$ cat config.mk
export PLATFORM = sky130hd
export DESIGN_NAME = pix_out_fmt
export DESIGN_NICKNAME = d
export VERILOG_FILES = /design/src/rtl/pof_pkg.sv /design/src/rtl/pof_cfg.sv /design/src/rtl/pof_front.sv /design/src/rtl/pof_back.sv /design/src/rtl/pix_out_fmt.sv
export SDC_FILE = /design/constraint.sdc
export NUM_CORES = 1
export LEC_CHECK = 0
export BUFFER_PORTS_ARGS = -buffer_cell sky130_fd_sc_hd__buf_4
export CELL_PAD_IN_SITES_DETAIL_PLACEMENT = 1
export CELL_PAD_IN_SITES_GLOBAL_PLACEMENT = 2
export CORE_AREA = 4 4 158 190
export CTS_CLUSTER_DIAMETER = 200
export DETAILED_ROUTE_END_ITERATION = 10
export DIE_AREA = 0 0 162 194
export PLACE_DENSITY_LB_ADDON = 0.12
export SKIP_LAST_GASP = 1
export SLEW_MARGIN = 10
export SYNTH_ARGS = -nofsm -noshare
export SYNTH_HDL_FRONTEND = slang
export SYNTH_SLANG_ARGS = --single-unit
export TNS_END_PERCENT = 20
$ cat constraint.sdc
create_clock -name clk_i -period 4.1 [get_ports clk_i]
set_clock_uncertainty 0.2 [all_clocks]
set_input_delay 0.82 -clock clk_i [delete_from_list [all_inputs] [get_ports clk_i]]
set_output_delay 0.82 -clock clk_i [all_outputs]
set_load 0.05 [all_outputs]
$ cat src/rtl/pof_pkg.sv
package pof_pkg;
  localparam logic [2:0] YCM_RGB  = 3'd0;
  localparam logic [2:0] YCM_CYCY = 3'd1;
  localparam logic [2:0] YCM_YCYC = 3'd2;
  localparam logic [2:0] YCM_CY   = 3'd3;
  localparam logic [2:0] YCM_YC   = 3'd4;

  localparam logic [2:0] DEP_8  = 3'd0;
  localparam logic [2:0] DEP_10 = 3'd1;
  localparam logic [2:0] DEP_12 = 3'd2;
  localparam logic [2:0] DEP_16 = 3'd3;

  localparam logic [1:0] SRC_ZERO = 2'd3;

  typedef struct packed {
    logic       swap;
    logic [2:0] ord;
    logic [2:0] ycm;
    logic [2:0] dep;
    logic       f422;
    logic       fcsc;
  } mode_t;

  // source component per output lane for the six orders, {lane2,lane1,lane0}
  function automatic logic [1:0] perm_src(logic [2:0] ord, int lane);
    logic [5:0] m;
    case (ord)
      3'd1:    m = 6'b00_10_01;
      3'd2:    m = 6'b01_00_10;
      3'd3:    m = 6'b01_10_00;
      3'd4:    m = 6'b10_00_01;
      3'd5:    m = 6'b00_01_10;
      default: m = 6'b10_01_00;
    endcase
    return m[2*lane +: 2];
  endfunction

  function automatic logic [1:0] lane_src(logic [2:0] ycm, logic [2:0] ord,
                                          logic odd, int lane);
    case (ycm)
      YCM_CYCY: return (lane == 0) ? (odd ? 2'd2 : 2'd1) : (lane == 1) ? 2'd0 : SRC_ZERO;
      YCM_YCYC: return (lane == 0) ? 2'd0 : (lane == 1) ? (odd ? 2'd2 : 2'd1) : SRC_ZERO;
      YCM_CY:   return (lane == 0) ? 2'd1 : (lane == 1) ? 2'd0 : 2'd2;
      YCM_YC:   return 2'(lane);
      default:  return perm_src(ord, lane);
    endcase
  endfunction
endpackage

$ cat src/rtl/pof_cfg.sv
module pof_cfg
  import pof_pkg::*;
#(
  parameter int CW = 12
) (
  input  logic          clk_i,
  input  logic          rst_ni,
  input  logic          soft_rst_i,
  input  mode_t         mode_i,
  input  logic [CW-1:0] y_lo_i,
  input  logic [CW-1:0] y_hi_i,
  input  logic [CW-1:0] c_lo_i,
  input  logic [CW-1:0] c_hi_i,
  output mode_t         mode_o,
  output logic [CW-1:0] y_lo_o,
  output logic [CW-1:0] y_hi_o,
  output logic [CW-1:0] c_lo_o,
  output logic [CW-1:0] c_hi_o
);
  localparam logic [CW-1:0] LO_DEF = CW'(1) << (CW-8);
  localparam logic [CW-1:0] HI_DEF = '1 - ((CW'(1) << (CW-7)) - CW'(1));

  always_ff @(posedge clk_i or negedge rst_ni) begin
    if (!rst_ni) begin
      mode_o <= '0;
      y_lo_o <= LO_DEF;
      y_hi_o <= HI_DEF;
      c_lo_o <= LO_DEF;
      c_hi_o <= HI_DEF;
    end else if (soft_rst_i) begin
      mode_o <= mode_i;
      y_lo_o <= y_lo_i;
      y_hi_o <= y_hi_i;
      c_lo_o <= c_lo_i;
      c_hi_o <= c_hi_i;
    end
  end
endmodule

$ cat src/rtl/pof_front.sv
module pof_front
  import pof_pkg::*;
#(
  parameter int CW = 12
) (
  input  logic                clk_i,
  input  logic                rst_ni,
  input  logic                soft_rst_i,
  input  logic                swap_i,
  input  logic [2:0]          ycm_i,
  input  logic [CW-1:0]       y_lo_i,
  input  logic [CW-1:0]       y_hi_i,
  input  logic [CW-1:0]       c_lo_i,
  input  logic [CW-1:0]       c_hi_i,
  input  logic                valid_i,
  input  logic                sol_i,
  input  logic [2:0][CW-1:0]  comp_i,
  output logic                valid_o,
  output logic                odd_o,
  output logic [2:0][CW-1:0]  comp_o
);
  logic [2:0][CW-1:0] raw, clamped;
  logic clamp_en, odd_q, cur_odd;

  assign raw[0]   = swap_i ? comp_i[2] : comp_i[0];
  assign raw[1]   = comp_i[1];
  assign raw[2]   = swap_i ? comp_i[0] : comp_i[2];
  assign clamp_en = (ycm_i >= YCM_CYCY) && (ycm_i <= YCM_YC);
  assign cur_odd  = sol_i ? 1'b0 : odd_q;

  for (genvar g = 0; g < 3; g++) begin : g_clamp
    logic [CW-1:0] lo, hi;
    assign lo = (g == 0) ? y_lo_i : c_lo_i;
    assign hi = (g == 0) ? y_hi_i : c_hi_i;
    always_comb begin
      if (!clamp_en)        clamped[g] = raw[g];
      else if (raw[g] < lo) clamped[g] = lo;
      else if (raw[g] > hi) clamped[g] = hi;
      else                  clamped[g] = raw[g];
    end
  end

  always_ff @(posedge clk_i or negedge rst_ni) begin
    if (!rst_ni) begin
      valid_o <= 1'b0;
      odd_o   <= 1'b0;
      odd_q   <= 1'b0;
      comp_o  <= '0;
    end else if (soft_rst_i) begin
      valid_o <= 1'b0;
      odd_o   <= 1'b0;
      odd_q   <= 1'b0;
      comp_o  <= '0;
    end else begin
      valid_o <= valid_i;
      if (valid_i) begin
        comp_o <= clamped;
        odd_o  <= cur_odd;
        odd_q  <= ~cur_odd;
      end
    end
  end
endmodule

$ cat src/rtl/pof_back.sv
module pof_back
  import pof_pkg::*;
#(
  parameter int CW = 12,
  parameter int LW = 16
) (
  input  logic                clk_i,
  input  logic                rst_ni,
  input  logic                soft_rst_i,
  input  logic [2:0]          ycm_i,
  input  logic [2:0]          ord_i,
  input  logic [2:0]          dep_i,
  input  logic                valid_i,
  input  logic                odd_i,
  input  logic [2:0][CW-1:0]  comp_i,
  output logic                valid_o,
  output logic [3*LW-1:0]     data_o
);
  function automatic logic [LW-1:0] scale(logic [CW-1:0] v, logic [2:0] d);
    logic [LW-1:0] z;
    z = LW'(v);
    case (d)
      DEP_10:  return z >> (CW-10);
      DEP_12:  return z;
      DEP_16:  return z << (LW-CW);
      default: return z >> (CW-8);
    endcase
  endfunction

  logic [3*LW-1:0] data_c;

  for (genvar g = 0; g < 3; g++) begin : g_lane
    logic [1:0]    src;
    logic [CW-1:0] sel;
    assign src = lane_src(ycm_i, ord_i, odd_i, g);
    assign sel = (src == SRC_ZERO) ? '0 : comp_i[src];
    assign data_c[g*LW +: LW] = scale(sel, dep_i);
  end

  always_ff @(posedge clk_i or negedge rst_ni) begin
    if (!rst_ni) begin
      valid_o <= 1'b0;
      data_o  <= '0;
    end else if (soft_rst_i) begin
      valid_o <= 1'b0;
      data_o  <= '0;
    end else begin
      valid_o <= valid_i;
      data_o  <= valid_i ? data_c : '0;
    end
  end
endmodule

$ cat src/rtl/pix_out_fmt.sv
module pix_out_fmt
  import pof_pkg::*;
#(
  parameter int CW = 12,
  parameter int LW = 16
) (
  input  logic            clk_i,
  input  logic            rst_ni,
  input  logic            soft_rst_i,
  input  logic            cfg_rb_swap_i,
  input  logic [2:0]      cfg_order_i,
  input  logic [2:0]      cfg_ycmode_i,
  input  logic [2:0]      cfg_depth_i,
  input  logic            cfg_422_en_i,
  input  logic            cfg_csc_en_i,
  input  logic [CW-1:0]   cfg_y_lo_i,
  input  logic [CW-1:0]   cfg_y_hi_i,
  input  logic [CW-1:0]   cfg_c_lo_i,
  input  logic [CW-1:0]   cfg_c_hi_i,
  input  logic            pix_valid_i,
  input  logic            pix_sol_i,
  input  logic [CW-1:0]   pix_c0_i,
  input  logic [CW-1:0]   pix_c1_i,
  input  logic [CW-1:0]   pix_c2_i,
  output logic            out_valid_o,
  output logic [3*LW-1:0] out_data_o,
  output logic            out_422_en_o,
  output logic            out_csc_en_o
);
  mode_t              cfg_in, wmode;
  logic [CW-1:0]      y_lo, y_hi, c_lo, c_hi;
  logic               s1_valid, s1_odd;
  logic [2:0][CW-1:0] s1_comp;

  assign cfg_in = '{swap: cfg_rb_swap_i, ord: cfg_order_i, ycm: cfg_ycmode_i,
                    dep: cfg_depth_i, f422: cfg_422_en_i, fcsc: cfg_csc_en_i};

  pof_cfg #(.CW(CW)) i_cfg (
    .clk_i, .rst_ni, .soft_rst_i,
    .mode_i (cfg_in),
    .y_lo_i (cfg_y_lo_i), .y_hi_i (cfg_y_hi_i),
    .c_lo_i (cfg_c_lo_i), .c_hi_i (cfg_c_hi_i),
    .mode_o (wmode),
    .y_lo_o (y_lo), .y_hi_o (y_hi), .c_lo_o (c_lo), .c_hi_o (c_hi)
  );

  pof_front #(.CW(CW)) i_front (
    .clk_i, .rst_ni, .soft_rst_i,
    .swap_i  (wmode.swap),
    .ycm_i   (wmode.ycm),
    .y_lo_i  (y_lo), .y_hi_i (y_hi), .c_lo_i (c_lo), .c_hi_i (c_hi),
    .valid_i (pix_valid_i),
    .sol_i   (pix_sol_i),
    .comp_i  ({pix_c2_i, pix_c1_i, pix_c0_i}),
    .valid_o (s1_valid),
    .odd_o   (s1_odd),
    .comp_o  (s1_comp)
  );

  pof_back #(.CW(CW), .LW(LW)) i_back (
    .clk_i, .rst_ni, .soft_rst_i,
    .ycm_i   (wmode.ycm),
    .ord_i   (wmode.ord),
    .dep_i   (wmode.dep),
    .valid_i (s1_valid),
    .odd_i   (s1_odd),
    .comp_i  (s1_comp),
    .valid_o (out_valid_o),
    .data_o  (out_data_o)
  );

  assign out_422_en_o = wmode.f422;
  assign out_csc_en_o = wmode.fcsc;
endmodule

==> key figures, run 1 <==
Die
  – Site row count: 67
  – Core area: 28000 um2
  – Horizontal die dimension: 162 um
  – Height of the die: 194 um
  – Initial cell density of the core: 0.349
  – Floorplan die area: 31400 um2
  – I/O Pins: 152

Timing
  – Slew of the pin with the lowest slew margin: 0.898 ns
  – Share of the cycle needed by the critical path after routing: 0.921
  – Final Hold Viols: 0
  – FMAX: 0.265 GHz
  – Unrepaired setup endpoints after global routing: false
  – Setup TNS: 0 ns
  – Rel. slew slack: 0.399
  – Post-layout min period: 3.77 ns
  – Number of setup violations in the final report: 0
  – Max-slew violation total from the final report: 0

Clocking
  – Clk Latency, worst-skew pair: 0.44 ns
  – Clock transition at the register clock pins on the worst setup and hold paths after CTS: 0.07 ns
  – Clk buf depth: 2
  – Cell chosen for the clock root: sky130_fd_sc_hd__clkbuf_16
  – Clock sink count: 148
  – Hold bufs inserted after CTS: 0
  – CTS tree: yes
  – Post-cts repair resize count: 0
  – H-tree level count: 4
  – Number of clock buffers inserted by TritonCTS: 17
  – Setup repair bufs after CTS: 0

Route
  – Via count: 9002
  – Vias per cell: 5.61
  – Number of violations reported at the end of detailed-routing iteration 0: 544
  – Final routed DRC violation total: 0
  – Final WL: 36300 um
  – WL per Instance: 22.6 um
  – Routed Antenna Nets: 0
  – Number of iterations in the first detailed-routing pass: 4

Pwr
  – Proportion of total power due to net switching: 0.360
  – Portion of total power attributed to combinational logic: 0.304
  – Leak pwr: 5.52 nW
  – Switching power: 1.79 mW
  – Power per standard cell area: 414 nW/um2
  – Cell internal pwr: 3.17 mW
  – Portion of total power attributed to sequential cells: 0.357
  – Part of the total power dissipated in the clock network: 0.339
  – Max rail drop VDD: 274 uV

Worst setup path
  – Cells along the critical path: buf_4, mux2_2, ha_1, a21oi_1, a21boi_0, o41ai_1, o21a_1, a221oi_1, a221oi_1
  – Depth of the worst register-to-register path: 9
  – Arrival time reported for the critical path endpoint: 3.91 ns
  – Crit path capture type: flip-flop
  – Max stage delay on crit path: 0.74 ns
  – CP Launch Type: flip-flop
  – Peak fanout along the critical path: 18
  – Most common cell on crit path: sky130_fd_sc_hd__a221oi_1
  – Data required time of the worst path: 4.23 ns
  – Worst path slowest cell: sky130_fd_sc_hd__dfrtp_1
  – WS Path Type: reg -> reg

Yosys
  – Number of synthesized flops with an enable pin: 0
  – Sequential element share of the synthesized area: 0.381
  – Cell area after synthesis: 9760 um2
  – #FFs+latches synth: 148
  – Instance count of the mapped netlist: 1081
  – Async S/R FF share, synth: 1.00
  – Top FF cell, synth: sky130_fd_sc_hd__dfrtp_1
  – Unique cell type count in the Yosys netlist: 61
  – Count of synthesis-stage warnings from yosys: 0
  – Mean cell area of the mapped netlist: 9.03 um2
  – Post-Synthesis Net Count: 1252

GRT
  – Number of antenna violations at the first check in global routing: 0
  – Vias in the first global route: 9518
  – Pin count of the biggest net entering global routing: 87
  – Global-route total usage across every layer: 0.233
  – First-pass GRT wire length: 56800 um
  – Residual overflow from global routing: 0

Cells and area
  – Layout overhead on the synthesized area: 22.8%
  – Most common cell after layout, fill and taps aside: sky130_fd_sc_hd__buf_4
  – Number of inserted diodes: 0
  – Share of final-layout standard cells stronger than drive strength 1: 0.235
  – Post-layout instance count excluding filler cells: 1606
  – Top library cells by usage in the layout, fill and taps aside: sky130_fd_sc_hd__buf_4 (181), sky130_fd_sc_hd__dfrtp_1 (132), sky130_fd_sc_hd__nand2_1 (114)
  – Final net count: 1385

Run status
  – Outcome: completed

Job
  – Number of max-capacitance violations reported: 0

Placement
  – Number of placed instances with taps included: 1574
  – Port buffer count: 151
  – Final HPWL DP: 28300 um
  – Final Wtd Congestion: 0.854

Worst hold path
  – Class of the tightest hold or removal check: in -> async
[Yosys cell counts, drive strengths merged (16+ instances only)]
master / count / area [um2]
dfrtp: 132 / 3300
nand2: 115 / 439
o21ai: 100 / 500
nor2: 87 / 327
ha: 70 / 876
inv: 61 / 229
clkbuf: 50 / 188
mux2i: 48 / 480
a21oi: 43 / 215
a221oi: 42 / 387
mux2: 35 / 394
a22oi: 28 / 210
a211oi: 24 / 185
nor3: 23 / 115
buf: 20 / 100
dfstp: 16 / 420
[through the flow]
stage / cell area, um2 / power, mW / hold slack [ns] / worst slack [ns] / utilization
after floorplan: 9760 / 2.69 / 0.286 / 0.785 / -
after global placement: 11400 / 3.27 / 0.295 / 0.511 / 0.406
after detailed placement: 11400 / 3.29 / 0.307 / 0.365 / 0.406
after CTS: 12000 / 5.01 / 0.185 / 0.306 / 0.428
after global routing: 12000 / 5.24 / 0.211 / 0.0464 / 0.428
final: 12000 / 4.96 / 0.175 / 0.326 / 0.428
[critical path, delay by kind of cell (launching register included)]
family	cells	cell delay, ns
AO/OA/AOI/OAI	6	1.70
flip-flops	1	0.74
multiplexers	1	0.40
adder cells (fa/ha/maj)	1	0.32
buffers and inverters	1	0.28
[power by group through the flow]
| stage | sequential, mW | combinational [mW] | clock [mW] |
|---|---|---|---|
| CTS | 1.77 | 1.51 | 1.73 |
| global route | 1.79 | 1.67 | 1.79 |
| floorplan | 1.75 | 0.944 | 0 |
| detailed placement | 1.79 | 1.50 | 0 |
| global placement | 1.79 | 1.49 | 0 |
| finish | 1.77 | 1.51 | 1.68 |
[kinds of logic (layout without fill, tap and decap cells)]
logic type	after synthesis	count (layout)	share of synthesized area
AOI/OAI and AO/OA	351	351	0.247
and+or+nand+nor	296	296	0.137
DFF	148	148	0.381
buffers and inverters	132	278	0.0533
muxes	84	84	0.0919
adders and majority gates	70	70	0.0897
[metal layers]
metal | global-route usage | share of wire
met5 | 0 | 0
met3 | 0.0400 | 0.041
met2 | 0.393 | 0.49
met4 | 0.0931 | 0.039
met1 | 0.295 | 0.43
[state kept, by name (all words and copies together) (netlist names)]
signal and cells:
i_back.data_o 48, i_back.valid_o 1, i_cfg.c_hi_o 12, i_cfg.c_lo_o 12, i_cfg.mode_o 12, i_cfg.y_hi_o 12
i_cfg.y_lo_o 12, i_front.comp_o 36, i_front.odd_o 1, i_front.odd_q 1, i_front.valid_o 1
[layout make-up]
cell class | count | area, um2
fill | 3310 | 16000
multi-input combinational | 801 | 5530
sequential | 148 | 3720
timing repair buffer | 184 | 1410
tap | 379 | 474
clock buffer | 19 | 453
inverter | 62 | 233
clock inverter | 13 | 173
[final timing paths]
path                                                    from                        endpoint  slack [ns]
worst min register to register   i_cfg.mode_o[1]$_DFFE_PN0P_     i_cfg.mode_o[1]$_DFFE_PN0P_        0.31
max in group asynchronous                             rst_ni     i_back.data_o[10]$_DFF_PN0_        2.71
min in group clk_i               i_cfg.mode_o[1]$_DFFE_PN0P_     i_cfg.mode_o[1]$_DFFE_PN0P_        0.31
worst max-delay path            i_cfg.mode_o[11]$_DFFE_PN0P_  i_front.comp_o[32]$_DFFE_PN0P_        0.33
worst min-delay path                                  rst_ni        i_back.valid_o$_DFF_PN0_        0.17
worst max register to register  i_cfg.mode_o[11]$_DFFE_PN0P_  i_front.comp_o[32]$_DFFE_PN0P_        0.33
Note: power is estimated with default switching activity, not from simulation.
==> run 2: changes to the inputs <==
--- a/config.mk
+++ b/config.mk
@@ -5,13 +5,14 @@
 export SDC_FILE = /design/constraint.sdc
 export NUM_CORES = 1
 export LEC_CHECK = 0
+export ABC_AREA = 1
 export BUFFER_PORTS_ARGS = -buffer_cell sky130_fd_sc_hd__buf_4
 export CELL_PAD_IN_SITES_DETAIL_PLACEMENT = 1
 export CELL_PAD_IN_SITES_GLOBAL_PLACEMENT = 2
-export CORE_AREA = 4 4 158 190
+export CORE_AREA = 4 4 172 207
 export CTS_CLUSTER_DIAMETER = 200
 export DETAILED_ROUTE_END_ITERATION = 10
-export DIE_AREA = 0 0 162 194
+export DIE_AREA = 0 0 176 211
 export PLACE_DENSITY_LB_ADDON = 0.12
 export SKIP_LAST_GASP = 1
 export SLEW_MARGIN = 10
==> key figures, run 2 <==
Placement
  – Final HPWL DP: 31800 um
  – Port buffer count: 151
  – Final Wtd Congestion: 0.893

Worst setup path
  – Cells along the critical path: buf_4, inv_2, or2_2, o21ai_0, inv_1, ha_1, nand2_1, nor2_1, and2_1, nand2_1, nand3_1, nand2_1, nand2_1, nand2_1, nand2_1, nand3_1, nand2_1
  – Worst path slowest cell: sky130_fd_sc_hd__dfrtp_1
  – WS Path Type: reg -> reg
  – Crit path capture type: flip-flop
  – Arrival time reported for the critical path endpoint: 3.69 ns
  – Worst path bufs/invs: 3
  – Max stage delay on crit path: 0.33 ns
  – Data required time of the worst path: 4.29 ns
  – Crit path max-delay family: simple AND/OR/NAND/NOR gates
  – CP Launch Type: flip-flop
  – Peak fanout along the critical path: 25
  – Most common cell on crit path: sky130_fd_sc_hd__nand2_1

GRT
  – First-pass GRT wire length: 63200 um
  – Pin count of the biggest net entering global routing: 99
  – Number of antenna violations at the first check in global routing: 0
  – Global-route total usage across every layer: 0.220
  – Vias in the first global route: 11157
  – Residual overflow from global routing: 0

Clocking
  – Clk Latency, worst-skew pair: 0.46 ns
  – Clk buf depth: 2
  – Cell chosen for the clock root: sky130_fd_sc_hd__clkbuf_16
  – Number of clock buffers inserted by TritonCTS: 17
  – CTS tree: yes
  – H-tree level count: 4
  – Clock sink count: 148
  – Hold bufs inserted after CTS: 0
  – Setup repair bufs after CTS: 0
  – Post-cts repair resize count: 0
  – Clock transition at the register clock pins on the worst setup and hold paths after CTS: 0.07 ns

Cells and area
  – Number of inserted diodes: 0
  – Most common cell after layout, fill and taps aside: sky130_fd_sc_hd__nand2_1
  – Top library cells by usage in the layout, fill and taps aside: sky130_fd_sc_hd__nand2_1 (477), sky130_fd_sc_hd__nand3_1 (291), sky130_fd_sc_hd__inv_1 (188)
  – Filler Cells Inserted: 4408
  – Flip-flop count of the largest register after layout: 48
  – Utilization after layout: 0.380
  – Final net count: 1866
  – Layout overhead on the synthesized area: 20.4%
  – Share of final-layout standard cells stronger than drive strength 1: 0.167
  – Top reg by flops: i_back.data_o
  – Registers with the most flip-flops: i_back.data_o: 48 flops, i_front.comp_o: 36 flops

Die
  – Height of the die: 211 um
  – Initial cell density of the core: 0.315
  – Site row count: 74
  – Horizontal die dimension: 176 um
  – I/O Pins: 152
  – Floorplan die area: 37100 um2
  – Core area: 33700 um2

Route
  – Final routed DRC violation total: 0
  – WL per Instance: 18.6 um
  – Number of violations reported at the end of detailed-routing iteration 0: 476
  – Routed Antenna Nets: 0
  – Vias per cell: 4.91
  – Via count: 10633
  – Final WL: 40200 um
  – Number of iterations in the first detailed-routing pass: 5

Yosys
  – Sequential element share of the synthesized area: 0.350
  – Unique cell type count in the Yosys netlist: 32
  – Mean cell area of the mapped netlist: 6.75 um2
  – Post-Synthesis Net Count: 1747
  – #FFs+latches synth: 148
  – Number of synthesized flops with an enable pin: 0
  – Leading cell types by count after synthesis: sky130_fd_sc_hd__nand2_1 (477), sky130_fd_sc_hd__nand3_1 (291), sky130_fd_sc_hd__inv_1 (188)
  – Portion of synthesized cell area occupied by the leading cell type: 0.311
  – Most frequent cell after synthesis: sky130_fd_sc_hd__nand2_1
  – Async S/R FF share, synth: 1.00
  – Top FF cell, synth: sky130_fd_sc_hd__dfrtp_1
  – Cell taking the most area after synthesis: sky130_fd_sc_hd__dfrtp_1
  – Count of synthesis-stage warnings from yosys: 0
  – Synth area leaders: sky130_fd_sc_hd__dfrtp_1 (31%), sky130_fd_sc_hd__nand2_1 (17%), sky130_fd_sc_hd__nand3_1 (14%)
  – Instance count of the mapped netlist: 1576
  – Cell area after synthesis: 10600 um2

Timing
  – Final Hold Viols: 0
  – Max-slew violation total from the final report: 0
  – Setup TNS: 0 ns
  – Unrepaired setup endpoints after global routing: false
  – Number of setup violations in the final report: 0
  – Share of the cycle needed by the critical path after routing: 0.854
  – Post-layout min period: 3.50 ns
  – Rel. slew slack: 0.334
  – Slew of the pin with the lowest slew margin: 0.998 ns
  – FMAX: 0.286 GHz

Pwr
  – Cell internal pwr: 3.06 mW
  – Switching power: 1.97 mW
  – Proportion of total power due to net switching: 0.392
  – Portion of total power attributed to sequential cells: 0.336
  – Power per standard cell area: 393 nW/um2
  – Portion of total power attributed to combinational logic: 0.340
  – Part of the total power dissipated in the clock network: 0.323
  – Max rail drop VDD: 192 uV
  – Leak pwr: 6.87 nW

Run status
  – Outcome: completed

Job
  – Number of max-capacitance violations reported: 0

Worst hold path
  – Class of the tightest hold or removal check: in -> async
run 2: changes by cell type in the layout (fill, tap and decap cells not counted), moves of 19 or more:
cell | previous run | this run
sky130_fd_sc_hd__nand2_1 | 114 | 477
sky130_fd_sc_hd__nand3_1 | 13 | 291
sky130_fd_sc_hd__inv_1 | 61 | 188
sky130_fd_sc_hd__mux2i_1 | 48 | 0
sky130_fd_sc_hd__a221oi_1 | 39 | 0
sky130_fd_sc_hd__mux2_2 | 35 | 0
sky130_fd_sc_hd__a22oi_1 | 28 | 0
sky130_fd_sc_hd__o21ai_1 | 10 | 38
sky130_fd_sc_hd__a211oi_1 | 23 | 0
sky130_fd_sc_hd__nor3_1 | 23 | 1
sky130_fd_sc_hd__nor2_1 | 87 | 66
sky130_fd_sc_hd__or2_2 | 2 | 22
sky130_fd_sc_hd__o21ai_0 | 90 | 109
run 2: path summary, 6_finish.rpt:
path                                               from                              to  slack, ns  cells past startpoint
setup / recovery           i_cfg.mode_o[11]$_DFFE_PN0P_  i_front.comp_o[35]$_DFFE_PN0P_       0.60                     17
hold / removal                                   rst_ni     i_back.data_o[33]$_DFF_PN0_       0.14                      1
setup reg to reg           i_cfg.mode_o[11]$_DFFE_PN0P_  i_front.comp_o[35]$_DFFE_PN0P_       0.60                     17
hold reg to reg             i_cfg.mode_o[1]$_DFFE_PN0P_     i_cfg.mode_o[1]$_DFFE_PN0P_       0.28                      2
max in group asynchronous                        rst_ni     i_cfg.c_hi_o[8]$_DFFE_PN1P_       2.74                      2
min in group clk_i          i_cfg.mode_o[1]$_DFFE_PN0P_     i_cfg.mode_o[1]$_DFFE_PN0P_       0.28                      2
run 2: power groups by stage:
stage	clock network, mW	registers, mW	logic [mW]
finish	1.63	1.69	1.71
detailed placement	0	1.72	1.72
global route	1.74	1.70	1.95
floorplan	0	1.72	1.12
CTS	1.67	1.69	1.73
global placement	0	1.72	1.69
run 2: final cells by class:
class                      count  area [um2]  area share
multi-input combinational   1156        5820       0.455
sequential                   148        3720       0.291
timing repair buffer         176        1350       0.105
inverter                     196         736      0.0575
tap                          456         571      0.0446
clock buffer                  19         453      0.0354
clock inverter                13         148      0.0115
run 2: logic make-up (layout without fill, tap and decap cells):
| logic type | Yosys count | count (layout) | share of synthesized area |
|---|---|---|---|
| adders and majority gates | 70 | 70 | 0.0824 |
| and+or+nand+nor | 889 | 889 | 0.366 |
| DFF | 148 | 148 | 0.350 |
| buffers and inverters | 272 | 404 | 0.103 |
| AOI/OAI and AO/OA | 197 | 197 | 0.0981 |
run 2: metal layers:
layer  track usage  wire (um)
met5             0          0
met4        0.0960       1590
met3        0.0283       1340
met2         0.381      20000
met1         0.275      17200
run 2: stage by stage:
step	setup slack [ns]	hold slack, ns	cells	power (mW)	area (um2)
finish	0.600	0.142	2164	5.03	12800
global route	0.187	0.181	2164	5.39	12800
CTS	0.601	0.155	2164	5.10	12800
floorplan	1.13	0.249	1576	2.83	10600
detailed placement	0.511	0.266	2132	3.44	12200
global placement	0.547	0.262	2132	3.41	12200
